`config.mk`:
```
export PLATFORM = sky130hd
export DESIGN_NAME = dma_chan_ctrl
export DESIGN_NICKNAME = d
export VERILOG_FILES = /design/src/rtl/dma_chan_pkg.sv /design/src/rtl/dma_chan_decode.sv /design/src/rtl/dma_chan_irq.sv /design/src/rtl/dma_chan_seq.sv /design/src/rtl/dma_chan_ctrl.sv
export SDC_FILE = /design/constraint.sdc
export NUM_CORES = 1
export LEC_CHECK = 0
export ABC_AREA = 0
export BUFFER_PORTS_ARGS = -buffer_cell sky130_fd_sc_hd__buf_4
export CAP_MARGIN = 10
export CORE_MARGIN = 3
export CORE_UTILIZATION = 30
export CTS_CLUSTER_DIAMETER = 40
export CTS_CLUSTER_SIZE = 20
export DETAILED_ROUTE_END_ITERATION = 6
export PLACE_DENSITY = 0.46
export SLEW_MARGIN = 20
export SYNTH_ARGS = -nofsm -noshare
export SYNTH_HDL_FRONTEND = slang
export SYNTH_SLANG_ARGS = --single-unit
export TNS_END_PERCENT = 100
```
`constraint.sdc`:
```
create_clock -name clk_i -period 3 [get_ports clk_i]
set_clock_uncertainty 0.2 [all_clocks]
set_input_delay 0.3 -clock clk_i [delete_from_list [all_inputs] [get_ports clk_i]]
set_output_delay 0.3 -clock clk_i [all_outputs]
set_load 0.01 [all_outputs]
```
`src/rtl/dma_chan_pkg.sv`:
```
package dma_chan_pkg;

  localparam int CH_SHIFT = 13;
  localparam logic [1:0] SIZE_WORD = 2'd2;

  localparam logic [7:0] OFS_DPTR   = 8'h00;
  localparam logic [7:0] OFS_SVD    = 8'h58;
  localparam logic [7:0] OFS_SVB    = 8'h5C;
  localparam logic [7:0] OFS_GROUP  = 8'h60;
  localparam logic [7:0] OFS_GDOWN  = 8'h7C;
  localparam logic [7:0] OFS_CMD    = 8'h80;
  localparam logic [7:0] OFS_CFG    = 8'h84;
  localparam logic [7:0] OFS_STAT   = 8'h88;
  localparam logic [7:0] OFS_MASK   = 8'h8C;
  localparam logic [7:0] OFS_ACK    = 8'h90;
  localparam logic [7:0] OFS_RAW    = 8'h94;
  localparam logic [7:0] OFS_MASKED = 8'h98;
  localparam logic [7:0] OFS_STREAM = 8'h9C;

  localparam logic [9:0] LD_DATA_PAT = 10'h140;
  localparam int LD_CTX_BIT = 9;
  localparam int BURST_BIT  = 5;
  localparam logic [1:0] SRC_FIELD = 2'd1;

  typedef enum logic [2:0] {
    CH_RST  = 3'd1,
    CH_STOP = 3'd2,
    CH_RUN  = 3'd4
  } ch_state_e;

  typedef enum logic [2:0] {
    Q_IDLE, Q_SDATA, Q_SCTX, Q_KFIRST, Q_KNEXT
  } seq_e;

  typedef enum logic [3:0] {
    SEL_NONE, SEL_DPTR, SEL_SVD, SEL_SVB, SEL_GROUP, SEL_GDOWN, SEL_CMD,
    SEL_CFG, SEL_STAT, SEL_MASK, SEL_ACK, SEL_RAW, SEL_MASKED, SEL_STREAM
  } reg_sel_e;

  function automatic logic [31:0] status_word(input logic [2:0] st,
                                              input logic eol,
                                              input logic [1:0] src);
    return {22'd0, src, 2'd0, eol, 2'd0, st};
  endfunction

  function automatic logic wants_data_load(input logic [9:0] c);
    return (c & LD_DATA_PAT) == LD_DATA_PAT;
  endfunction

endpackage

```
`src/rtl/dma_chan_decode.sv`:
```
module dma_chan_decode
  import dma_chan_pkg::*;
#(
  parameter int ADDR_W = 16,
  parameter int CH_ID  = 0
) (
  input  logic              req_i,
  input  logic [1:0]        size_i,
  input  logic [ADDR_W-1:0] addr_i,
  output logic              hit_o,
  output logic              fault_o,
  output reg_sel_e          sel_o
);
  localparam int CH_W = ADDR_W - CH_SHIFT;

  logic [CH_W-1:0] chan;
  logic            unused_addr;

  assign chan        = addr_i[ADDR_W-1:CH_SHIFT];
  assign unused_addr = ^addr_i[CH_SHIFT-1:8];
  assign hit_o       = req_i && (size_i == SIZE_WORD) && (chan == CH_W'(CH_ID));
  assign fault_o     = req_i && !hit_o;

  always_comb begin
    sel_o = SEL_NONE;
    if (hit_o) begin
      case (addr_i[7:0])
        OFS_DPTR:   sel_o = SEL_DPTR;
        OFS_SVD:    sel_o = SEL_SVD;
        OFS_SVB:    sel_o = SEL_SVB;
        OFS_GROUP:  sel_o = SEL_GROUP;
        OFS_GDOWN:  sel_o = SEL_GDOWN;
        OFS_CMD:    sel_o = SEL_CMD;
        OFS_CFG:    sel_o = SEL_CFG;
        OFS_STAT:   sel_o = SEL_STAT;
        OFS_MASK:   sel_o = SEL_MASK;
        OFS_ACK:    sel_o = SEL_ACK;
        OFS_RAW:    sel_o = SEL_RAW;
        OFS_MASKED: sel_o = SEL_MASKED;
        OFS_STREAM: sel_o = SEL_STREAM;
        default:    sel_o = SEL_NONE;
      endcase
    end
  end
endmodule

```
`src/rtl/dma_chan_irq.sv`:
```
module dma_chan_irq #(
  parameter int INTR_W = 4
) (
  input  logic              clk_i,
  input  logic              rst_ni,
  input  logic              mask_we_i,
  input  logic              ack_we_i,
  input  logic [INTR_W-1:0] wdata_i,
  input  logic [INTR_W-1:0] set_i,
  output logic [INTR_W-1:0] raw_o,
  output logic [INTR_W-1:0] mask_o,
  output logic [INTR_W-1:0] masked_o,
  output logic              irq_o
);
  logic [INTR_W-1:0] clr;

  assign clr      = ack_we_i ? wdata_i : '0;
  assign masked_o = raw_o & mask_o;
  assign irq_o    = |masked_o;

  always_ff @(posedge clk_i or negedge rst_ni) begin
    if (!rst_ni) begin
      raw_o  <= '0;
      mask_o <= '0;
    end else begin
      raw_o <= (raw_o & ~clr) | set_i;
      if (mask_we_i) mask_o <= wdata_i;
    end
  end
endmodule

```
`src/rtl/dma_chan_seq.sv`:
```
module dma_chan_seq
  import dma_chan_pkg::*;
(
  input  logic        clk_i,
  input  logic        rst_ni,
  input  logic        client_i,
  input  logic [1:0]  cfg_i,
  input  logic        cfg_we_i,
  input  logic [1:0]  cfg_wdata_i,
  input  logic        cmd_we_i,
  input  logic        cmd_go_i,
  input  logic        strm_we_i,
  input  logic [9:0]  strm_cmd_i,
  input  logic [2:0]  ptr_we_i,
  input  logic [31:0] wdata_i,
  input  logic [31:0] gdown_i,
  input  logic        done_i,
  input  logic        d_eol_i,
  input  logic [31:0] ptr0_i,
  input  logic [31:0] ptr1_i,
  input  logic        eng_eol_i,
  output ch_state_e   state_o,
  output logic        eol_o,
  output logic [31:0] dptr_o,
  output logic [31:0] svd_o,
  output logic [31:0] svb_o,
  output logic        load_d_o,
  output logic        load_c_o,
  output logic [31:0] addr_o,
  output logic        start_o,
  output logic        cont_go_o,
  output logic        resume_o
);
  seq_e seq_q;
  logic cur_eol_q, pend_c_q, pend_start_q;
  logic ld_d_req, ld_c_req, start_req, start_ok;

  always_comb begin
    ld_d_req  = strm_we_i && wants_data_load(strm_cmd_i);
    ld_c_req  = strm_we_i && strm_cmd_i[LD_CTX_BIT];
    cont_go_o = cmd_we_i && cmd_go_i && (seq_q == Q_IDLE) && cfg_i[0] &&
                !cfg_i[1] && client_i && (state_o == CH_RUN) && cur_eol_q;
    resume_o  = (seq_q == Q_KFIRST) && done_i && !d_eol_i && eol_o;
    start_req = done_i && (((seq_q == Q_SDATA) && pend_start_q) ||
                           (seq_q == Q_SCTX) || (seq_q == Q_KNEXT));
    start_ok  = start_req && client_i;
  end

  always_ff @(posedge clk_i or negedge rst_ni) begin
    if (!rst_ni) begin
      seq_q        <= Q_IDLE;
      state_o      <= CH_RST;
      eol_o        <= 1'b0;
      cur_eol_q    <= 1'b0;
      pend_c_q     <= 1'b0;
      pend_start_q <= 1'b0;
      dptr_o       <= '0;
      svd_o        <= '0;
      svb_o        <= '0;
      addr_o       <= '0;
      load_d_o     <= 1'b0;
      load_c_o     <= 1'b0;
      start_o      <= 1'b0;
    end else begin
      load_d_o <= 1'b0;
      load_c_o <= 1'b0;
      start_o  <= start_ok;
      if (ptr_we_i[0]) dptr_o <= wdata_i;
      if (ptr_we_i[1]) svd_o  <= wdata_i;
      if (ptr_we_i[2]) svb_o  <= wdata_i;
      if (eng_eol_i) begin
        eol_o     <= 1'b1;
        cur_eol_q <= 1'b1;
      end
      case (seq_q)
        Q_IDLE: begin
          if (ld_d_req) begin
            load_d_o     <= 1'b1;
            addr_o       <= svd_o;
            dptr_o       <= svd_o;
            pend_c_q     <= ld_c_req;
            pend_start_q <= strm_cmd_i[BURST_BIT];
            seq_q        <= Q_SDATA;
          end else if (ld_c_req) begin
            load_c_o <= 1'b1;
            addr_o   <= gdown_i;
            seq_q    <= Q_SCTX;
          end else if (cont_go_o) begin
            load_d_o <= 1'b1;
            addr_o   <= svd_o;
            dptr_o   <= svd_o;
            seq_q    <= Q_KFIRST;
          end
        end
        Q_SDATA: if (done_i) begin
          cur_eol_q <= d_eol_i;
          if (pend_c_q) begin
            load_c_o <= 1'b1;
            addr_o   <= gdown_i;
            seq_q    <= Q_SCTX;
          end else begin
            seq_q <= Q_IDLE;
          end
        end
        Q_SCTX: if (done_i) begin
          svd_o <= ptr0_i;
          svb_o <= ptr1_i;
          seq_q <= Q_IDLE;
        end
        Q_KFIRST: if (done_i) begin
          cur_eol_q <= d_eol_i;
          if (resume_o) begin
            svd_o    <= ptr0_i;
            dptr_o   <= ptr0_i;
            addr_o   <= ptr0_i;
            load_d_o <= 1'b1;
            seq_q    <= Q_KNEXT;
          end else begin
            svb_o <= ptr1_i;
            seq_q <= Q_IDLE;
          end
        end
        Q_KNEXT: if (done_i) begin
          cur_eol_q <= d_eol_i;
          svb_o     <= ptr1_i;
          seq_q     <= Q_IDLE;
        end
        default: seq_q <= Q_IDLE;
      endcase
      if (start_ok) begin
        eol_o   <= 1'b0;
        state_o <= CH_RUN;
      end
      if (cfg_we_i) begin
        if (cfg_wdata_i[1])  state_o <= CH_STOP;
        if (!cfg_wdata_i[0]) state_o <= CH_RST;
      end
    end
  end
endmodule

```
`src/rtl/dma_chan_ctrl.sv`:
```
module dma_chan_ctrl
  import dma_chan_pkg::*;
#(
  parameter int ADDR_W = 16,
  parameter int CH_ID  = 0,
  parameter int INTR_W = 4
) (
  input  logic              clk_i,
  input  logic              rst_ni,
  input  logic              bus_req_i,
  input  logic              bus_we_i,
  input  logic [1:0]        bus_size_i,
  input  logic [ADDR_W-1:0] bus_addr_i,
  input  logic [31:0]       bus_wdata_i,
  output logic              bus_ack_o,
  output logic              bus_err_o,
  output logic [31:0]       bus_rdata_o,
  input  logic              client_i,
  output logic              eng_load_d_o,
  output logic              eng_load_c_o,
  output logic [31:0]       eng_addr_o,
  output logic              eng_start_o,
  input  logic              eng_done_i,
  input  logic              eng_d_eol_i,
  input  logic [31:0]       eng_ptr0_i,
  input  logic [31:0]       eng_ptr1_i,
  input  logic              eng_eol_i,
  input  logic [INTR_W-1:0] eng_intr_i,
  output logic              irq_o
);
  logic        hit, fault, wr;
  reg_sel_e    sel;
  logic [31:0] group_q, gdown_q, rd_mux;
  logic        cmd_q;
  logic [1:0]  cfg_q;
  logic [9:0]  strm_q;
  logic        cfg_we, cmd_we, strm_we, mask_we, ack_we;
  logic [2:0]  ptr_we;
  ch_state_e   state_q;
  logic        eol_q, cont_go, resume;
  logic [31:0] dptr_q, svd_q, svb_q;
  logic [INTR_W-1:0] raw_q, mask_q, masked;

  dma_chan_decode #(.ADDR_W(ADDR_W), .CH_ID(CH_ID)) u_dec (
    .req_i(bus_req_i), .size_i(bus_size_i), .addr_i(bus_addr_i),
    .hit_o(hit), .fault_o(fault), .sel_o(sel));

  assign wr      = hit && bus_we_i;
  assign cfg_we  = wr && (sel == SEL_CFG);
  assign cmd_we  = wr && (sel == SEL_CMD);
  assign strm_we = wr && (sel == SEL_STREAM);
  assign mask_we = wr && (sel == SEL_MASK);
  assign ack_we  = wr && (sel == SEL_ACK);
  assign ptr_we  = {wr && (sel == SEL_SVB), wr && (sel == SEL_SVD), wr && (sel == SEL_DPTR)};

  dma_chan_seq u_seq (
    .clk_i(clk_i), .rst_ni(rst_ni), .client_i(client_i), .cfg_i(cfg_q),
    .cfg_we_i(cfg_we), .cfg_wdata_i(bus_wdata_i[1:0]),
    .cmd_we_i(cmd_we), .cmd_go_i(bus_wdata_i[0]),
    .strm_we_i(strm_we), .strm_cmd_i(bus_wdata_i[9:0]),
    .ptr_we_i(ptr_we), .wdata_i(bus_wdata_i), .gdown_i(gdown_q),
    .done_i(eng_done_i), .d_eol_i(eng_d_eol_i), .ptr0_i(eng_ptr0_i),
    .ptr1_i(eng_ptr1_i), .eng_eol_i(eng_eol_i),
    .state_o(state_q), .eol_o(eol_q), .dptr_o(dptr_q), .svd_o(svd_q),
    .svb_o(svb_q), .load_d_o(eng_load_d_o), .load_c_o(eng_load_c_o),
    .addr_o(eng_addr_o), .start_o(eng_start_o), .cont_go_o(cont_go),
    .resume_o(resume));

  dma_chan_irq #(.INTR_W(INTR_W)) u_irq (
    .clk_i(clk_i), .rst_ni(rst_ni), .mask_we_i(mask_we), .ack_we_i(ack_we),
    .wdata_i(bus_wdata_i[INTR_W-1:0]), .set_i(eng_intr_i),
    .raw_o(raw_q), .mask_o(mask_q), .masked_o(masked), .irq_o(irq_o));

  always_comb begin
    case (sel)
      SEL_DPTR:   rd_mux = dptr_q;
      SEL_SVD:    rd_mux = svd_q;
      SEL_SVB:    rd_mux = svb_q;
      SEL_GROUP:  rd_mux = group_q;
      SEL_GDOWN:  rd_mux = gdown_q;
      SEL_CMD:    rd_mux = 32'(cmd_q);
      SEL_CFG:    rd_mux = 32'(cfg_q);
      SEL_STAT:   rd_mux = status_word(state_q, eol_q, SRC_FIELD);
      SEL_MASK:   rd_mux = 32'(mask_q);
      SEL_RAW:    rd_mux = 32'(raw_q);
      SEL_MASKED: rd_mux = 32'(masked);
      SEL_STREAM: rd_mux = 32'(strm_q);
      default:    rd_mux = '0;
    endcase
  end

  always_ff @(posedge clk_i or negedge rst_ni) begin
    if (!rst_ni) begin
      group_q     <= '0;
      gdown_q     <= '0;
      cmd_q       <= 1'b0;
      cfg_q       <= '0;
      strm_q      <= '0;
      bus_ack_o   <= 1'b0;
      bus_err_o   <= 1'b0;
      bus_rdata_o <= '0;
    end else begin
      bus_ack_o   <= bus_req_i;
      bus_err_o   <= fault;
      bus_rdata_o <= (hit && !bus_we_i) ? rd_mux : '0;
      if (wr && sel == SEL_GROUP) group_q <= bus_wdata_i;
      if (wr && sel == SEL_GDOWN) gdown_q <= bus_wdata_i;
      if (cmd_we)  cmd_q  <= bus_wdata_i[0];
      if (cfg_we)  cfg_q  <= bus_wdata_i[1:0];
      if (strm_we) strm_q <= bus_wdata_i[9:0];
    end
  end
endmodule

```
# Word-level counts from Yosys, hierarchy flattened

Index checks and enable logic that the tools add are counted.

Flip-flop bits (word level): 260
Input port bits: 126
Output and inout port bits: 70
Word-level logic and storage cells: 171

Eq/ne operators: 38
Multiplexer cells: 59
Bitwise operators: 4
Reduce and logical (&&, ||, !) cells: 47

Operators with widths:

| operator             | count |
|---|---|
| $mux W32             | 22 |
| $pmux W32 S12        | 1 |
| $pmux W32 S2         | 3 |
| $pmux W32 S3         | 1 |
| $eq A8 B8 Y1 const B | 8 |
| $pmux W4 S13         | 1 |
| $mux W3              | 11 |
| $eq A8 B7 Y1 const B | 4 |
| $logic_and A1 B1 Y1  | 30 |
| $eq A4 B4 Y1 const B | 6 |
| $eq A4 B3 Y1 const B | 4 |
| $mux W1              | 14 |
| $pmux W3 S4          | 1 |
| $and A4 B4 Y4        | 2 |
| $eq A4 B2 Y1 const B | 2 |
| $logic_not A8 Y1     | 1 |
| $mux W4              | 2 |
| $eq A3 B2 Y1 const B | 2 |
| $eq A3 B3 Y1 const B | 2 |
| $logic_not A3 Y1     | 2 |
| $ne A2 B2 Y1 const B | 3 |
| $reduce_and A6 Y1    | 1 |
| $eq A2 B2 Y1 const B | 2 |
| $eq A4 B1 Y1 const B | 1 |
| 16 further kinds     | 22 |

# Longest topological paths before layout

Depth in word-level cells: 17
Depth in mapped cells: 11
Mapped depth without buffers: 7

# By module

A second synthesis with hierarchy kept.

Cell total of the unflattened synthesis: 1201
Area, all modules: 13018.7 sq um

By module, submodules not included:

| module          | instances | cells an instance | area an instance (sq um) | seq. area each (sq um) |
|---|---|---|---|---|
| dma_chan_seq    | 1         | 729               | 7272.0                   | 3529.6 |
| dma_chan_ctrl   | 1         | 424               | 5265.0                   | 2777.7 |
| dma_chan_irq    | 1         | 25                | 329.1                    | 200.2 |
| dma_chan_decode | 1         | 23                | 152.6                    | 0.0 |

# Worst setup path after synthesis

No wires, ideal clock.

Kind: input -> register
Start point: input bus_addr_i[3]
End point: register u_seq.dptr_o[20]
Library setup time: 0.127 ns
Arrival: 2.202 ns
Required time: 2.673 ns
Setup slack: 0.471 ns
Stages: 9
Buffers on the path: 2
Cell sequence: buf_2 -> or3_1 -> a211o_1 -> and2_1 -> nand4_2 -> buf_2 -> mux2_2 -> a22oi_1 -> o21ai_1

Cells in the longest elaborated chain, start to end: 16
Elaborated cells on any way between the ends: 37
Those cells by class: eq/ne: 15; mux: 9; reduce/logical: 13

Ends and longest elaborated chain:

| what                                 | line                  | RTL |
|---|---|---|
| from (decl)                          | dma_chan_ctrl.sv:13   | `input logic [ADDR_W-1:0] bus_addr_i,` |
| $eq A8 B8 Y1 (tied with other cells) | dma_chan_decode.sv:27 | `case (addr_i[7:0])` |
| $pmux W4 S13 *                       | dma_chan_decode.sv:27 |  |
| $mux W4 *                            | dma_chan_decode.sv:26 | `if (hit_o) begin` |
| $eq A4 B3 Y1                         | dma_chan_ctrl.sv:50   | `assign cmd_we = wr && (sel == SEL_CMD);` |
| $logic_and A1 B1 Y1                  | dma_chan_ctrl.sv:50   |  |
| $logic_and A1 B1 Y1 (4 in series)    | dma_chan_seq.sv:41    | `cont_go_o = cmd_we_i && cmd_go_i && (seq_q == Q_IDLE) && cfg_i[0] &&` |
| $logic_and A1 B1 Y1 (3 in series)    | dma_chan_seq.sv:42    | `!cfg_i[1] && client_i && (state_o == CH_RUN) && cur_eol_q;` |
| $mux W32                             | dma_chan_seq.sv:88    | `end else if (cont_go_o) begin` |
| $mux W32                             | dma_chan_seq.sv:84    | `end else if (ld_c_req) begin` |
| $mux W32                             | dma_chan_seq.sv:77    | `if (ld_d_req) begin` |
| $pmux W32 S2 *                       | dma_chan_seq.sv:75    | `case (seq_q)` |
| to (signal assigned)                 | dma_chan_seq.sv:68    | `if (ptr_we_i[0]) dptr_o <= wdata_i;` |
| to (signal assigned)                 | dma_chan_seq.sv:80    | `dptr_o <= svd_o;` |
| to (signal assigned)                 | dma_chan_seq.sv:91    | `dptr_o <= svd_o;` |
| to (decl)                            | dma_chan_seq.sv:24    | `output logic [31:0] dptr_o,` |

Every way passes the cells marked *; elsewhere a longest branch is shown, timed or not.
A chain may end at the register's enable or synchronous reset.

# Worst setup path after layout

Start point: input bus_req_i
End point: register u_irq.raw_o[0]

Cells in the longest elaborated chain, start to end: 9
Elaborated cells on any way between the ends: 10
Those cells by class: eq/ne: 1; mux: 2; bitwise: 3; reduce/logical: 4

Ends and longest elaborated chain:

| what                                | line                  | RTL |
|---|---|---|
| from (decl)                         | dma_chan_ctrl.sv:10   | `input logic bus_req_i,` |
| $logic_and A1 B1 Y1 * (2 in series) | dma_chan_decode.sv:21 | `assign hit_o = req_i && (size_i == SIZE_WORD) && (chan == CH_W'(CH_ID));` |
| $mux W4                             | dma_chan_decode.sv:26 |  |
| $eq A4 B4 Y1                        | dma_chan_ctrl.sv:53   | `assign ack_we = wr && (sel == SEL_ACK);` |
| $logic_and A1 B1 Y1 *               | dma_chan_ctrl.sv:53   |  |
| $mux W4 *                           | dma_chan_irq.sv:17    | `assign clr = ack_we_i ? wdata_i : '0;` |
| $not A4 Y4 *                        | dma_chan_irq.sv:26    | `raw_o <= (raw_o & ~clr) \| set_i;` |
| $and A4 B4 Y4 *                     | dma_chan_irq.sv:26    |  |
| $or A4 B4 Y4 *                      | dma_chan_irq.sv:26    |  |
| to (signal assigned)                | dma_chan_irq.sv:26    |  |
| to (decl)                           | dma_chan_irq.sv:10    | `output logic [INTR_W-1:0] raw_o,` |

Marked as above.

==> results.json <==
{
  "start_util_pct": 30.7,
  "final.setup.worst_slack_ps": 124,
  "worst_slew_pin_slew_ps": 782,
  "synth_commonest_cells": "259 x dfrtp_1, 143 x nor2_1, 141 x nand2_1",
  "slew_headroom_pct": 47.9,
  "yosysTopAreaCell": "dfrtp_1",
  "pre_cts_ws_ps": 41.9,
  "leakage_nw": 8.62,
  "slew_violations": 0,
  "cp-start-kind": "input pin",
  "dp.cells": 2054,
  "avgViaCountPerCell": 5.28,
  "ctsResizeCount": 0,
  "drive_gt1_share_pct": 29.2,
  "vdd_drop_max_mv": 0.405,
  "p_per_area_mw_per_mm2": 857,
  "cts_setup_buffers": 0,
  "required_ps": 3270,
  "numCtsBuffers": 54,
  "grt_pass1_vias": 12445,
  "setup.worst_path.end_class": "flop",
  "hold_viol": 0,
  "drc_errors": 4,
  "synthToLayoutAreaGrowth_pct": 45.8,
  "synth-async-reset-ratio_pct": 100,
  "finalSetupTns_ps": 0,
  "die_h_um": 217,
  "core_area_mm2": 0.0436,
  "cts_buffer_depth": 3,
  "clk_latency_ps": 590,
  "setup_violations": 0,
  "critPathMaxFanout": 5,
  "status": "complete, but fails checks",
  "hold_class": "in -> reg",
  "cts.reportedPaths.clkPinSlew_ps": 50,
  "cp.arrival_ps": 3150,
  "syn_area_per_cell_um2": 10.3,
  "fin_util_pct": 44.8,
  "timing.hold.ws_ps": 83.1,
  "yosys.area_share.simple_pct": 12.2,
  "grt_max_degree": 91,
  "dr.first_iter.drc_count": 998,
  "synth-edff-count": 0,
  "ys_ff_latch": 260,
  "synth_cells": 1296,
  "clock_sinks": 260,
  "yosysWarnings": 0,
  "cts_tree": "done",
  "dr_total_vias": 12138,
  "root_buffer": "clkbuf_16",
  "violations": "design-rule violations",
  "yosysSeqAreaShare_pct": 48.5,
  "post-route-period-util_pct": 95.9,
  "total_power_mw": 16.8,
  "n_fill_cell": 4183,
  "synth-compound-area-share_pct": 19.2,
  "rows": 76,
  "routed_wl_mm": 51.2,
  "synth_nets": 1422,
  "synth_top_family_by_area": "compound AO/OA/AOI/OAI gates",
  "dpl_cell_area_mm2": 0.0161,
  "io-pin-count": 196,
  "antenna_found_initial": 2,
  "clock.fmax_mhz": 348,
  "synth_top_area_share_pct": 48.3,
  "yosysMostFrequentCell": "dfrtp_1",
  "gp_congestion": 0.813,
  "synth_xor_area_share_pct": 0.0653,
  "synth-main-ff-cell": "dfrtp_1",
  "grt_pass1_wl_mm": 76.8,
  "wl_per_cell_um": 22.3,
  "synth.area.top_cells": "dfrtp_1 48%, mux2i_1 6.9%, mux2_2 5.5%, nor2_1 4.0%, mux2_1 3.9%",
  "fin_area_mm2": 0.0195,
  "max-cap-violations": 0,
  "grtUsageTotal_pct": 21.3,
  "grt_setup_unrepaired": "false",
  "synthAdderAreaFrac_pct": 0,
  "critPathKind": "in -> reg",
  "yosysUniqueCellTypes": 78,
  "dieArea_mm2": 0.0473,
  "gr-total-overflow": 0,
  "portBuffers": 190,
  "dr.pass1.iters": 7,
  "htreeDepth": 2,
  "fin_nets": 1793,
  "die_x_um": 217,
  "muxShareOfSynthArea_pct": 16.4,
  "ant_nets": 0,
  "synth.cell_area_mm2": 0.0134,
  "fin_cells": 2299,
  "dpl.hpwl_mm": 32.6,
  "period_needed_ps": 2880
}
==> where the power goes <==
group | internal, mW | total, mW | switching (mW)
sequential | 4.39 | 5.10 | 0.706
clock | 4.62 | 6.75 | 2.13
combinational | 2.25 | 4.91 | 2.66
==> sequential cells by signal, summed over array words and instances (netlist names), 2 cells and up <==
name	cells
bus_rdata_o	32
cfg_q	2
gdown_q	32
group_q	32
strm_q	10
u_irq.mask_o	4
u_irq.raw_o	4
u_seq.addr_o	32
u_seq.dptr_o	32
u_seq.seq_q	3
u_seq.state_o	3
u_seq.svb_o	32
u_seq.svd_o	32
==> cell type report <==
cell class / instances / area, µm² / share of cell area, %
multi-input cells: 935 / 6540 / 33.5
clock buffers: 64 / 1460 / 7.47
repair buffers: 410 / 3680 / 18.8
diodes: 2 / 5.00 / 0.0256
clock inverters: 37 / 601 / 3.07
well taps: 585 / 732 / 3.74
inverters: 6 / 22.5 / 0.115
flip-flops and latches: 260 / 6510 / 33.3
==> worst max-delay path: stages <==
cell and delay, ps:
dlygate4sd3_1 530, buf_4 120, and4bb_2 290, nand3_1 160
buf_4 210, or2_2 330, nor4_1 230, buf_4 190
nand2_1 60, a21o_1 180, dlygate4sd3_1 540
==> timing repair <==
item,CTS,global route
hold endpoints to repair,309,0
hold buffers,142,0
endpoints found under the setup margin,0,0
==> routing by layer <==
layer	up-vias	global-route usage, %	share of wire, %
met5	-	0	0.025
met3	95	3.57	6.1
li1	5550	-	-
met2	437	34.1	46
met1	6054	29.5	46
met4	2	6.83	2.3
==> worst paths after layout <==
check                      slack (ps)  cells past startpoint      startpoint               end
hold / removal                     80                      5        bus_we_i    u_seq.pend_c_q
setup reg to reg                  530                      6  u_seq.seq_q[0]       u_seq.eol_o
max in group asynchronous        1560                      3          rst_ni  u_seq.state_o[0]
min in group asynchronous         150                      2          rst_ni       group_q[19]
setup / recovery                  120                     11       bus_req_i    u_irq.raw_o[0]
hold reg to reg                   290                      1     group_q[20]       group_q[20]
==> placed cells by master (no fill, tap or decap), types with 5 or more instances in the layout <==
master and count:
a21o_1 6, a21oi_1 48, a222oi_1 28, a22oi_1 41
a31oi_1 8, and3_1 5, buf_12 19, buf_4 248
bufinv_16 13, clkbuf_16 55, clkbuf_8 5, clkinv_2 6
clkinv_4 7, clkinvlp_4 5, dfrtp_1 259, dlygate4sd3_1 142
inv_1 6, mux2_1 47, mux2_2 65, mux2i_1 93
nand2_1 138, nand2_2 5, nand2b_1 6, nand3_1 14
nor2_1 139, nor2_4 5, nor3_1 5, nor4_1 5
o21ai_0 82, o21ai_1 43, o22ai_1 37, o31ai_2 30
==> kinds of logic after synthesis <==
family | count (synthesis)
AOI/OAI and AO/OA | 367
xor gates and xnor gates | 1
buffers and inverters | 101
DFF | 260
muxes | 205
and+or+nand+nor | 362
No activity file was read; power rests on OpenSTA's default activity.
